$ cat src/rtl/iowait_pkg.sv
package iowait_pkg;
    localparam int IO_AW      = 11;      // I/O word address bits
    localparam int EXT_AW     = 14;      // external address bus width
    localparam int DW         = 16;      // data width
    localparam int WAIT_W     = 3;       // bits per region wait field
    localparam int N_REGION   = 4;       // equal-size regions
    localparam int CFG_AW     = 14;      // data-memory address width
    localparam logic [CFG_AW-1:0] CFG_LOC = 14'h3FFE;
endpackage

$ cat src/rtl/iow_cfg_reg.sv
module iow_cfg_reg #(
    parameter int DATA_W  = 16,
    parameter int WS_W    = 3,
    parameter int NREG    = 4,
    parameter int CAW     = 14,
    parameter logic [CAW-1:0] CFG_ADDR = '1
) (
    input  logic                 clk,
    input  logic                 rst_n,
    input  logic                 cfg_wr,
    input  logic [CAW-1:0]       cfg_addr,
    input  logic [DATA_W-1:0]    cfg_wdata,
    output logic [DATA_W-1:0]    cfg_rdata,
    output logic [NREG*WS_W-1:0] fields
);
    localparam int USED = NREG * WS_W;

    logic [USED-1:0] fld_d, fld_q;
    logic            hit;

    assign hit = (cfg_addr == CFG_ADDR);

    always_comb begin
        fld_d = fld_q;
        if (cfg_wr && hit) begin
            fld_d = cfg_wdata[USED-1:0];
        end
    end

    always_ff @(posedge clk or negedge rst_n) begin
        if (!rst_n) begin
            fld_q <= '1;
        end else begin
            fld_q <= fld_d;
        end
    end

    assign cfg_rdata = hit ? DATA_W'(fld_q) : '0;
    assign fields    = fld_q;

    generate
        if (DATA_W > USED) begin : g_rsvd
            logic unused_rsvd;
            assign unused_rsvd = ^cfg_wdata[DATA_W-1:USED];
        end
    endgenerate
endmodule

$ cat src/rtl/iow_region_sel.sv
module iow_region_sel #(
    parameter int WS_W  = 3,
    parameter int NREG  = 4,
    localparam int SEL_W = $clog2(NREG)
) (
    input  logic [SEL_W-1:0]     region,
    input  logic [NREG*WS_W-1:0] fields,
    output logic [WS_W-1:0]      wait_cnt
);
    logic [WS_W-1:0] tbl [NREG];

    generate
        for (genvar g = 0; g < NREG; g++) begin : g_slice
            assign tbl[g] = fields[g*WS_W +: WS_W];
        end
    endgenerate

    assign wait_cnt = tbl[region];
endmodule

$ cat src/rtl/iow_access_fsm.sv
module iow_access_fsm #(
    parameter int ADDR_W = 11,
    parameter int EXT_W  = 14,
    parameter int DATA_W = 16,
    parameter int WS_W   = 3
) (
    input  logic              clk,
    input  logic              rst_n,
    input  logic              req_valid,
    input  logic              req_write,
    input  logic [ADDR_W-1:0] req_addr,
    input  logic [DATA_W-1:0] req_wdata,
    input  logic [WS_W-1:0]   wait_cnt,
    output logic              req_ready,
    output logic              req_done,
    output logic [DATA_W-1:0] req_rdata,
    output logic              io_sel,
    output logic [EXT_W-1:0]  io_addr,
    output logic              io_rd,
    output logic              io_wr,
    output logic [DATA_W-1:0] io_wdata,
    output logic              io_wdata_oe,
    input  logic [DATA_W-1:0] io_rdata
);
    typedef struct packed {
        logic              busy;
        logic              wr;
        logic [WS_W-1:0]   left;
        logic [ADDR_W-1:0] addr;
        logic [DATA_W-1:0] wdata;
        logic [DATA_W-1:0] rdata;
    } acc_t;

    acc_t st_d, st_q;
    logic last;

    assign last = st_q.busy && (st_q.left == '0);

    always_comb begin
        st_d = st_q;
        if (st_q.busy) begin
            if (last) begin
                st_d.busy = 1'b0;
                if (!st_q.wr) begin
                    st_d.rdata = io_rdata;
                end
            end else begin
                st_d.left = st_q.left - 1'b1;
            end
        end else if (req_valid) begin
            st_d.busy  = 1'b1;
            st_d.wr    = req_write;
            st_d.left  = wait_cnt;
            st_d.addr  = req_addr;
            st_d.wdata = req_wdata;
        end
    end

    always_ff @(posedge clk or negedge rst_n) begin
        if (!rst_n) begin
            st_q <= '0;
        end else begin
            st_q <= st_d;
        end
    end

    assign req_ready   = !st_q.busy;
    assign req_done    = last;
    assign req_rdata   = st_q.rdata;
    assign io_sel      = st_q.busy;
    assign io_addr     = st_q.busy ? EXT_W'(st_q.addr) : '0;
    assign io_rd       = st_q.busy && !st_q.wr;
    assign io_wr       = st_q.busy && st_q.wr;
    assign io_wdata_oe = st_q.busy && st_q.wr;
    assign io_wdata    = (st_q.busy && st_q.wr) ? st_q.wdata : '0;
endmodule

$ cat src/rtl/iowait_gen.sv
module iowait_gen
    import iowait_pkg::*;
#(
    parameter int ADDR_W = IO_AW,
    parameter int EXT_W  = EXT_AW,
    parameter int DATA_W = DW,
    parameter int WS_W   = WAIT_W,
    parameter int NREG   = N_REGION,
    parameter int CAW    = CFG_AW,
    parameter logic [CAW-1:0] CFG_ADDR = CFG_LOC
) (
    input  logic              clk,
    input  logic              rst_n,
    input  logic              req_valid,
    input  logic              req_write,
    input  logic [ADDR_W-1:0] req_addr,
    input  logic [DATA_W-1:0] req_wdata,
    output logic              req_ready,
    output logic              req_done,
    output logic [DATA_W-1:0] req_rdata,
    output logic              io_sel,
    output logic [EXT_W-1:0]  io_addr,
    output logic              io_rd,
    output logic              io_wr,
    output logic [DATA_W-1:0] io_wdata,
    output logic              io_wdata_oe,
    input  logic [DATA_W-1:0] io_rdata,
    input  logic              cfg_wr,
    input  logic [CAW-1:0]    cfg_addr,
    input  logic [DATA_W-1:0] cfg_wdata,
    output logic [DATA_W-1:0] cfg_rdata
);
    localparam int SEL_W = $clog2(NREG);

    logic [NREG*WS_W-1:0] fields;
    logic [WS_W-1:0]      wait_cnt;

    iow_cfg_reg #(
        .DATA_W(DATA_W), .WS_W(WS_W), .NREG(NREG), .CAW(CAW), .CFG_ADDR(CFG_ADDR)
    ) u_cfg (
        .clk(clk), .rst_n(rst_n), .cfg_wr(cfg_wr), .cfg_addr(cfg_addr),
        .cfg_wdata(cfg_wdata), .cfg_rdata(cfg_rdata), .fields(fields)
    );

    iow_region_sel #(
        .WS_W(WS_W), .NREG(NREG)
    ) u_sel (
        .region(req_addr[ADDR_W-1 -: SEL_W]), .fields(fields), .wait_cnt(wait_cnt)
    );

    iow_access_fsm #(
        .ADDR_W(ADDR_W), .EXT_W(EXT_W), .DATA_W(DATA_W), .WS_W(WS_W)
    ) u_fsm (
        .clk(clk), .rst_n(rst_n), .req_valid(req_valid), .req_write(req_write),
        .req_addr(req_addr), .req_wdata(req_wdata), .wait_cnt(wait_cnt),
        .req_ready(req_ready), .req_done(req_done), .req_rdata(req_rdata),
        .io_sel(io_sel), .io_addr(io_addr), .io_rd(io_rd), .io_wr(io_wr),
        .io_wdata(io_wdata), .io_wdata_oe(io_wdata_oe), .io_rdata(io_rdata)
    );
endmodule

$ cat config.mk
export PLATFORM = sky130hd
export DESIGN_NAME = iowait_gen
export DESIGN_NICKNAME = d
export VERILOG_FILES = /design/src/rtl/iowait_pkg.sv /design/src/rtl/iow_cfg_reg.sv /design/src/rtl/iow_region_sel.sv /design/src/rtl/iow_access_fsm.sv /design/src/rtl/iowait_gen.sv
export SDC_FILE = /design/constraint.sdc
export NUM_CORES = 1
export LEC_CHECK = 0
export ABC_CLOCK_PERIOD_IN_PS = 2500
export BUFFER_PORTS_ARGS = -buffer_cell sky130_fd_sc_hd__buf_2
export CAP_MARGIN = 20
export CORE_ASPECT_RATIO = 1.4
export CORE_UTILIZATION = 45
export CTS_CLUSTER_SIZE = 14
export DETAILED_ROUTE_END_ITERATION = 10
export PLACE_DENSITY = 0.82
export REMOVE_ABC_BUFFERS = 1
export SETUP_SLACK_MARGIN = 0.1
export SLEW_MARGIN = 20
export SYNTH_ARGS = -nofsm -noshare
export SYNTH_HDL_FRONTEND = slang
export SYNTH_SLANG_ARGS = --single-unit
$ cat constraint.sdc
create_clock -name clk -period 2.5 [get_ports clk]
set_input_delay 0 -clock clk [delete_from_list [all_inputs] [get_ports clk]]
set_output_delay 0 -clock clk [all_outputs]
set_load 0.005 [all_outputs]
After elaboration in Yosys (flattened, before gate mapping). Index checks and enable logic that the tools add are counted.

Register bits after elaboration: 60. Bits of input ports: 78. Output and inout bits: 68. Word-level logic and storage cells: 36.

$add $sub $neg: 1. Order comparisons: 1. Equal/unequal tests: 2. Mux-type cells: 11. Bitwise operators: 3. Reductions and logical operators: 11.

Operators with widths (number): $mux W32 (1); $mux W16 (1); $eq A14 B14 Y1 const B (1); $mux W12 (1); $mux W3 (4); $mux W11 (1); $bmux W3 S2 (1); $logic_and A1 B1 Y1 (4); $reduce_and A2 Y1 (2); $ge A3 B3 Y1 const B (1); $logic_not A3 Y1 (1); $not A2 Y3 (1); $reduce_and A3 Y1 (1); $sub A3 B1 Y3 const B (1); $logic_not A1 Y1 (2); $mux W1 (2); $ne A2 B2 Y1 const B (1); $not A1 Y1 (2); $reduce_bool A2 Y1 (1).

Logic depth before layout (Yosys ltp). Gate-level depths: netlist of run 1.

Depth after elaboration: 6. Depth in mapped cells: 6. Mapped depth without buffers: 6.

Hierarchy. Synthesis of run 1 repeated with hierarchy kept, for this count alone.

Cell total of the unflattened synthesis: 229. Area, all modules: 3086.7 um^2.

By module, submodules not included: iow_access_fsm (times used 1, cells each 176, area an instance 2321.0 um^2, seq. area each 1201.2 um^2); iow_cfg_reg (times used 1, cells each 50, area an instance 686.9 um^2, seq. area each 315.3 um^2); iow_region_sel (times used 1, cells each 3, area an instance 78.8 um^2, seq. area each 0.0 um^2).

Worst setup path before layout of run 1. OpenSTA, ideal clock, no wires.

Path kind: register to register. From: register u_fsm.st_q[43] in the netlist's numbering. To: register u_fsm.st_q, in the netlist u_fsm.req_rdata[0]. Setup time: 125 ps. Arrival: 1394 ps. Data required time: 2375 ps. Setup slack: 981 ps. Cell stages (with the launch flop): 7. Path buffers: 1. Period minus slack after synthesis: 1519 ps. Path through: dfrtp_1 inv_1 ha_1 nand3b_1 nor2_4 buf_6 mux2_2.

Longest elaborated chain between the ends: 3.

RTL lines: start: declaration (line iow_access_fsm.sv:34) `acc_t st_d, st_q;`; start signal: assignment (line iow_access_fsm.sv:63) `st_q <= st_d;`; $logic_not A3 Y1 (line iow_access_fsm.sv:37) `assign last = st_q.busy && (st_q.left == '0);`; $logic_and A1 B1 Y1 (line iow_access_fsm.sv:37); $reduce_and A3 Y1 (no line).

No other way between the ends. A chain may end at the register's enable or synchronous reset.

Worst setup path after layout of run 1.
From: register u_fsm.st_q, in the netlist u_fsm.io_sel. To: register u_fsm.st_q, in the netlist u_fsm.req_rdata[13].

Longest elaborated chain between the ends: 2.

RTL lines (line): $logic_and A1 B1 Y1 (iow_access_fsm.sv:37); $reduce_and A3 Y1 (no line) *.

Every way passes the cells marked *; elsewhere a longest branch is shown, timed or not.

==> results of run 1 <==
[final timing paths]
path	slack (ns)	end	from
min reg2reg	0.50	u_fsm.st_q[20]$_DFFE_PN0P_	u_fsm.st_q[20]$_DFFE_PN0P_
max reg2reg	0.76	u_fsm.req_rdata[13]$_DFFE_PN0P_	u_fsm.io_sel$_DFF_PN0_
max	0.76	u_fsm.req_rdata[13]$_DFFE_PN0P_	u_fsm.io_sel$_DFF_PN0_
min	0.05	u_fsm.st_q[42]$_DFFE_PN0P_	req_valid
min in group asynchronous	0.25	u_fsm.st_q[35]$_DFFE_PN0P_	rst_n
max in group asynchronous	1.63	u_cfg.fields[4]$_DFFE_PN1P_	rst_n
[what timing repair did]
action | CTS | global route
setup endpoints to repair | 0 | 0
hold buffers | 55 | 0
hold endpoints to repair | 102 | 0
[synth_stat cells]
cell      instances
nor4_4            1
nand3b_1          2
o22ai_1           1
a221o_1           1
xnor2_1           1
inv_1             5
nor4_1            1
clkbuf_2          1
mux2i_1           4
or3b_2            1
mux4_2            1
o21ai_0           1
buf_6             2
nand2b_1          1
clkbuf_1          5
nand3_1           2
nor2_1            5
ha_1              2
buf_4            25
and3_1           16
dfstp_2          12
nand4_1           2
buf_2             3
dfrtp_1          48
conb_1            1
o221ai_1          1
nand2_1           2
and2_1           23
mux2_2           56
nor2b_1           1
nand4b_4          1
o211ai_1          1
nor2_4            1
[cell families (layout without fill, tap and decap cells)]
kind of cell               Yosys count  count (layout)  share of synthesized area [%]
buffers and inverters               41             214                           9.09
DFF                                 60              60                           51.5
adders and majority gates            2               2                          0.850
and+or+nand+nor                     59              59                           13.3
xor gates and xnor gates             1               1                          0.298
muxes                               61              61                           23.5
other                                1               7                          0.127
AOI/OAI and AO/OA                    5               5                           1.28
[flip-flops by register name (all words and copies together), names as in the netlist]
signal           count
u_fsm.st_q          31
u_cfg.fields        12
u_fsm.req_rdata     16
u_fsm.io_sel         1
[power by group]
group | leakage, nW | total (mW) | switching (mW) | internal [mW]
clock network | 0.0986 | 0.805 | 0.344 | 0.462
logic | 1.37 | 1.57 | 0.639 | 0.926
registers | 0.692 | 1.61 | 0.240 | 1.37
total | 2.16 | 3.98 | 1.22 | 2.76
[worst reg2reg max path, stage by stage, from the launching register on]
cell,delay (ns)
dfrtp_1,0.57
nand3b_1,0.23
nor2_4,0.42
mux2_2,0.40
[cell type report]
class | instances | area (µm²)
clock buffers | 14 | 183
repair buffers | 194 | 1260
flip-flops and latches | 60 | 1520
fillers | 439 | 1990
clock inverters | 1 | 5.00
well taps | 72 | 90.1
inverters | 5 | 18.8
multi-input cells | 135 | 1180
[through the flow]
step / utilization [%] / hold slack [ns]
CTS: 68.1 / 0.0465
global placement: 56.3 / 0.231
floorplan: - / -0.296
global route: 68.1 / 0.0649
detailed placement: 56.3 / 0.236
finish: 68.1 / 0.0546
[layer usage]
metal | up-vias | routed length, µm | part of all wire (%) | GRT usage (%)
met4 | 0 | 177 | 2.5 | 9.54
met1 | 1095 | 2630 | 38 | 23.4
met3 | 13 | 317 | 4.5 | 4.88
met5 | - | 0 | 0 | 0
met2 | 81 | 3880 | 55 | 39.0
li1 | 1107 | - | - | -
==> metrics, run 1 <==
effective utilization at floorplan 47.1%; critical path buffer and inverter count 0; vias after detailed routing between 2000 and 2500; leading area contributor after synthesis dfrtp_1; post-synthesis sequential element count 60; share of layout cells above drive strength 1 between 50 and 60%; clk_skew ~0.0047 ns; area share of the largest cell type after synthesis 40.8%; critical path required time around 2.7 ns; Post-Syn Instances 230; Die Y-Extent 97.7 µm; Synth area leaders dfrtp_1 41%, mux2_2 21%, dfstp_2 11%; WL per Instance roughly 15 µm; Worst Path Arrival between 1.5 and 2 ns; routed wire length between 7000 and 8000 µm; CP max stage delay around 0.57 ns; CTS tree done; GRT Util Overall between 20% and 30%; Mapped Area 0.00294 mm²; Synth Warn # 0; Avg Cell Area, Syn around 13 µm²; CP endpoint kind flop; period utilization a little over two thirds; max cap viols 0; Die Span X 70.4 µm; Critical Path Stages 3; initial antenna violation count 0; pwr dens slightly above 900 mW/mm²; Seq/Total Area, Yosys 51.5%; H-tree depth 3; GRT overflow 0; DRC viols 0; status complete, no violations; Area Overhead vs Synth 44.7%; Final ANT Viol Nets 0; Leakage between 2 and 2.5 nW; Initial DRC Count 68; total negative setup slack 0 ns; peak supply drop 0.000558 V; post-CTS sizing 0; Placed Area roughly 0.0035 mm²; vias in the first global route around 2500; Slew @ Worst Pin roughly 0.8 ns; Final Max Tran Viols 0; fmax 574 MHz; largest net degree at the start of global routing 51; port bufs 134; RSZ-0062 raised after global routing false; root buffer cell clkbuf_8; cell chain of the critical path nand3b_1, nor2_4, mux2_2; worst hold path class in2reg; critical path type reg2reg; Rows 34; I/O pins about 150; worst-path maximum fanout 16; final worst slack approximately 0.76 ns; Yosys cell types 33; n_diodes 0; Die Area between 0.006 and 0.007 mm²; Final min period between 1.5 and 2 ns; delay-heaviest family, CP simple AND/OR/NAND/NOR gates; # placed instances 411; post-CTS setup buffers 0; DRT Pass-1 Iters 4; first-pass GRT wire length around 12000 µm; Worst slew margin between 40% and 50%; final cell count without fillers ~480; FF-to-FF path depth 3; worst skew pair latency around 0.32 ns; half-perimeter wire length after placement 4560 µm; Final setup viols 0; dpl ws a little over 0.7 ns; Placer Congestion 0.749; most frequent cells in the layout 133 x buf_2, 56 x mux2_2, 55 x dlygate4sd3_1; CTS Buf Count 9; commonest non-fill, non-tap cell in the layout buf_2; final-stage net count a little under 500; Reg clk slew, reported paths 0.06 ns; WHS Path Cells 3; vias per cell 4.77; slowest stage cell, crit path dfrtp_1; clock tree buffer depth 2; Final Hold Fails 0; Total Power about 4 mW; Sinks on Clock Net 60; Worst setup SP type flop; Placeable Area 0.00625 mm²; Final Cell Area approximately 0.0043 mm²
No activity file was read; power rests on OpenSTA's default activity.
==> run 2: changes to the inputs <==
- ABC_CLOCK_PERIOD_IN_PS: 2500 -> 1600
- CORE_UTILIZATION: 45 -> 41
- PLACE_DENSITY: 0.82 -> 0.79
- clock period: 2.5 -> 1.6 ns (I/O delays scaled with it)
==> metrics, run 2 (same netlist as run 1, synthesis figures left out) <==
status complete, no violations; dpl ws about 0.066 ns; final hold slack between 0.05 and 0.06 ns; largest net degree at the start of global routing 28; max cap viols 0; vias after detailed routing 2398; peak supply drop slightly above 0.0009 V; M2 GR Usage a little under two fifths; GRT overflow 0; final cell count without fillers approximately 510; n_diodes 0; share of layout cells above drive strength 1 between 50% and 60%; Final Hold Fails 0; Slew @ Worst Pin between 0.5 and 0.6 ns; Reg clk slew, reported paths around 0.06 ns; Area Overhead vs Synth 49.6%; vias per cell between 4 and 5; filler instances 568; WL per Instance around 15 µm; Final Max Tran Viols 0; Die Area about 0.0075 mm²; critical path type reg2reg; clk_skew approximately 0.0058 ns; RSZ-0062 raised after global routing true; Sinks on Clock Net 60; GRT Util Overall between 20% and 30%; initial antenna violation count 0; Initial DRC Count 68; Sequential Area between 0.0015 and 0.002 mm²; period utilization between 90% and 100%; pwr dens between 1000 and 1500 mW/mm²; DRC viols 0; largest reg by FF count u_fsm.st_q; GR Util met3 under 10%; number of flip-flops in the largest register 31; Worst slew margin ~61%; clock tree buffer depth 2; effective utilization at floorplan 42.4%; DRT Pass-1 Iters 4; Placeable Area roughly 0.0069 mm²; Die Span X 73.6 µm; Worst setup SP type flop; Worst Path Arrival 1.75 ns; CP max stage delay around 0.37 ns; Final setup viols 0; I/O pins roughly 150; slowest stage cell, crit path dfrtp_1; CTS Buf Count 9; fmax between 600 and 700 MHz; port bufs 134; Multi-input gate area about 0.0012 mm²; routed wire length 7620 µm; Rows 36; CP endpoint kind flop; half-perimeter wire length after placement around 4900 µm; Net Sw Frac between 30% and 40%; Leakage about 2.2 nW; Final ANT Viol Nets 0; Cell Int Power ~4.5 mW; total negative setup slack 0 ns; root buffer cell clkbuf_8; first-pass GRT wire length 11600 µm; Final min period between 1.5 and 2 ns; critical path required time 1.81 ns; met1 GRT Util approximately 23%; Total Power ~6.6 mW; commonest non-fill, non-tap cell in the layout buf_2; worst-path maximum fanout 16; # placed instances 440; Logic pwr share 41.8%; most frequent cells in the layout 134 x buf_2, 55 x dlygate4sd3_1, 54 x mux2_2; cell chain of the critical path inv_2, ha_1, nand3b_1, nor2_4, buf_12, mux2_2; Net Sw Power just over 2 mW; sequential share of power 37.8%; GRT Max-Usage Layer met2; Die Y-Extent between 100 and 150 µm; final worst slack 0.0620 ns; final-stage net count approximately 500; worst skew pair latency between 0.3 and 0.4 ns; Placer Congestion approximately 0.77; worst hold path class in2reg; vias in the first global route 2466; clock network fraction of total power 20.4%; H-tree depth 3; CTS tree done
-- run 2: changes by cell type in the layout (fill, tap and decap cells not counted), sizes merged --
cell    before  now
buf        139  147
clkbuf      14   16
clkinv       1    0
-- run 2: per-stage QoR --
| step | util [%] | area [µm²] |
|---|---|---|
| after global placement | 52.3 | 3630 |
| after global routing | 63.5 | 4410 |
| after floorplan | - | 2720 |
| after CTS | 63.3 | 4390 |
| after detailed placement | 52.3 | 3630 |
| final | 63.5 | 4410 |
-- run 2: what timing repair did --
item / CTS / global route
hold buffers: 55 / 0
setup endpoints to repair: 16 / 20
pin swaps: 0 / 1
cloned: 0 / 0
gates resized for setup: 0 / 5
setup buffers: 1 / 1
endpoints found under the hold margin: 65 / 0
-- run 2: critical path: cells and delay by family (launching register included) --
| kind | cells | cell delay, ns |
|---|---|---|
| adders and majority gates | 1 | 0.15 |
| DFF | 1 | 0.37 |
| muxes | 1 | 0.34 |
| and+or+nand+nor | 2 | 0.33 |
| buffers and inverters | 2 | 0.24 |
-- run 2: metal layers --
metal  vias to the layer above  part of all wire [%]
li1                       1129                     -
met1                      1167                    38
met2                        78                    55
met3                        24                   3.5
met4                         0                   3.7
met5                         -                     0
-- run 2: final timing paths --
path | start | endpoint | slack, ns | depth (start not counted)
max | u_fsm.st_q[43]$_DFFE_PN0P_ | u_fsm.req_rdata[14]$_DFFE_PN0P_ | 0.06 | 6
min | req_valid | u_fsm.st_q[42]$_DFFE_PN0P_ | 0.05 | 3
max reg2reg | u_fsm.st_q[43]$_DFFE_PN0P_ | u_fsm.req_rdata[14]$_DFFE_PN0P_ | 0.06 | 6
min reg2reg | u_fsm.st_q[37]$_DFFE_PN0P_ | u_fsm.st_q[37]$_DFFE_PN0P_ | 0.50 | 1
max in group asynchronous | rst_n | u_fsm.st_q[29]$_DFFE_PN0P_ | 0.82 | 3
min in group asynchronous | rst_n | u_fsm.st_q[44]$_DFFE_PN0P_ | 0.19 | 2
-- run 2: cell type report --
type	count	area share, %
well taps	95	2.70
clock buffers	16	4.54
inverters	5	0.426
flip-flops and latches	60	34.4
repair buffers	202	30.8
multi-input cells	135	27.1
-- run 2: power groups by stage --
| stage | Combinational, mW | Clock [mW] | Sequential (mW) |
|---|---|---|---|
| 6_report | 2.74 | 1.34 | 2.48 |
| 5_1_grt | 3.00 | 1.45 | 2.55 |
| 4_1_cts | 2.69 | 1.37 | 2.45 |
| 3_5_place_dp | 2.56 | 0 | 2.47 |
| 3_3_place_gp | 2.47 | 0 | 2.44 |
| 2_1_floorplan | 1.33 | 0 | 2.49 |
==> run 3: changes to the inputs <==
==> constraint.sdc (replaced) <==
create_clock -name clk -period 1.6 [get_ports clk]
set_input_delay 0.24 -clock clk [delete_from_list [all_inputs] [get_ports clk]]
set_output_delay 0.24 -clock clk [all_outputs]
set_load 0.005 [all_outputs]
==> metrics, run 3 (same netlist as run 1, synthesis figures left out) <==
final cell count without fillers about 460; CP max stage delay 0.39 ns; filler instances 597; routed wire length between 6000 and 7000 µm; initial antenna violation count 0; RSZ-0062 raised after global routing true; Net Sw Power approximately 2.0 mW; critical path required time 1.82 ns; Die Area about 0.0075 mm²; DRC viols 0; n_diodes 0; H-tree depth 3; Cell Int Power roughly 4.3 mW; clock tree buffer depth 2; GRT overflow 0; final core utilization around 58%; Placer Congestion roughly 0.75; CTS Buf Count 9; Area Overhead vs Synth 36.7%; Total Power ~6.3 mW; Final setup viols 0; met2 WL 3610 µm; peak supply drop around 0.00079 V; clock network fraction of total power ~17%; vias in the first global route 2144; number of flip-flops in the largest register 31; final hold slack between 0.1 and 0.15 ns; Logic pwr share a little over two fifths; Initial DRC Count 62; critical path type reg2reg; period utilization 96.9%; Die Y-Extent roughly 100 µm; Worst Path Arrival 1.77 ns; first-pass GRT wire length about 9900 µm; Leakage ~2 nW; commonest non-fill, non-tap cell in the layout buf_2; max layer used met4; Final Max Tran Viols 0; CP endpoint kind flop; status complete, no violations; I/O pins roughly 150; most frequent cells in the layout 118 x buf_2, 55 x mux2_2, 47 x dfrtp_1; Worst setup SP type flop; vias per cell approximately 4.7; delay-heaviest family, CP flip-flops; worst-path maximum fanout 16; fmax about 650 MHz; worst skew pair latency approximately 0.34 ns; pwr dens 1560 mW/mm²; Final Cell Area between 0.004 and 0.005 mm²; Net Sw Frac a little under a third; largest reg by FF count u_fsm.st_q; half-perimeter wire length after placement between 4000 and 5000 µm; GRT Util Overall a little under a fifth; # placed instances 440; slowest stage cell, crit path dfrtp_1; Final ANT Viol Nets 0; port bufs ~130; max cap viols 0; Placeable Area between 0.006 and 0.007 mm²; share of layout cells above drive strength 1 between 60% and 70%; Die Span X 73.6 µm; Reg clk slew, reported paths 0.06 ns; CTS tree done; Final Hold Fails 0; final-stage net count about 440; clk_skew between 0.003 and 0.004 ns; WL per Instance around 14 µm; sequential share of power between 30% and 40%; Sinks on Clock Net 60; M1 WL 2400 µm; root buffer cell clkbuf_8; largest net degree at the start of global routing 37; Sequential Area 0.00152 mm²; critical path buffer and inverter count 3; Multi-input gate area approximately 0.0013 mm²; Final min period 1.55 ns; vias after detailed routing 2185; Met3 Wirelength 362 µm; effective utilization at floorplan between 40% and 50%; DRT Pass-1 Iters 4; worst hold path class in2reg; cell chain of the critical path inv_2, ha_4, nand3b_1, buf_6, nor2_4, buf_12, mux2_2; Rows 36; Placed Area ~0.0036 mm²
## run 3: changes by cell type in the layout (fill, tap and decap cells not counted), moves of 3 or more
cell           change
buf_2             -16
clkinv_2           +3
dlygate4sd3_1     -54
buf_6             +19
and2_4            +12
clkbuf_8           -5
and2_1            -12
## run 3: cell type report
type / instances / area share, %
Sequential cell: 60 / 37.7
Tap cell: 95 / 2.95
Clock buffer: 12 / 3.36
Inverter: 5 / 0.466
Timing Repair Buffer: 152 / 24.0
Clock inverter: 3 / 0.373
Multi-Input combinational cell: 135 / 31.2
## run 3: worst reg2reg max path, stage by stage, from the launching register on
cell	delay, ns
dfrtp_1	0.39
inv_2	0.08
ha_4	0.12
nand3b_1	0.10
buf_6	0.14
nor2_4	0.09
buf_12	0.15
mux2_2	0.35
## run 3: worst paths after layout
kind	from	slack (ns)	depth (start not counted)	to
setup / recovery	u_fsm.st_q[44]$_DFFE_PN0P_	0.05	7	u_fsm.req_rdata[1]$_DFFE_PN0P_
hold / removal	req_addr[8]	0.13	2	u_fsm.st_q[40]$_DFFE_PN0P_
setup reg to reg	u_fsm.st_q[44]$_DFFE_PN0P_	0.05	7	u_fsm.req_rdata[1]$_DFFE_PN0P_
hold reg to reg	u_fsm.st_q[32]$_DFFE_PN0P_	0.50	1	u_fsm.st_q[32]$_DFFE_PN0P_
max in group asynchronous	rst_n	0.73	3	u_cfg.fields[2]$_DFFE_PN1P_
min in group asynchronous	rst_n	0.44	3	u_fsm.st_q[27]$_DFFE_PN0P_
## run 3: metrics by stage
stage | setup TNS (ns) | setup WS [ns]
6_report | 0 | 0.0503
3_3_place_gp | 0 | 0.0794
5_1_grt | -0.126 | -0.0271
3_5_place_dp | 0 | 0.0199
4_1_cts | 0 | 0.0474
2_1_floorplan | -27.25 | -0.884
## run 3: timing repair
item,CTS,global route
setup buffers,5,0
resized for setup,13,33
cloned,0,1
endpoints found under the setup margin,51,60
hold buffers,1,0
hold endpoints to repair,48,0
pin swaps,0,7
## run 3: power groups by stage
| stage | Combinational [mW] | Clock [mW] | Sequential [mW] |
|---|---|---|---|
| floorplan | 1.33 | 0 | 2.49 |
| global placement | 2.48 | 0 | 2.43 |
| detailed placement | 2.56 | 0 | 2.46 |
| CTS | 2.76 | 1.14 | 2.46 |
| global route | 3.02 | 1.21 | 2.53 |
| finish | 2.74 | 1.10 | 2.45 |
## run 3: per-layer routing
| metal | track usage (%) | vias up |
|---|---|---|
| met1 | 19.4 | 1058 |
| met5 | 0 | - |
| met4 | 13.6 | 0 |
| met3 | 6.11 | 23 |
| li1 | - | 1023 |
| met2 | 30.1 | 81 |
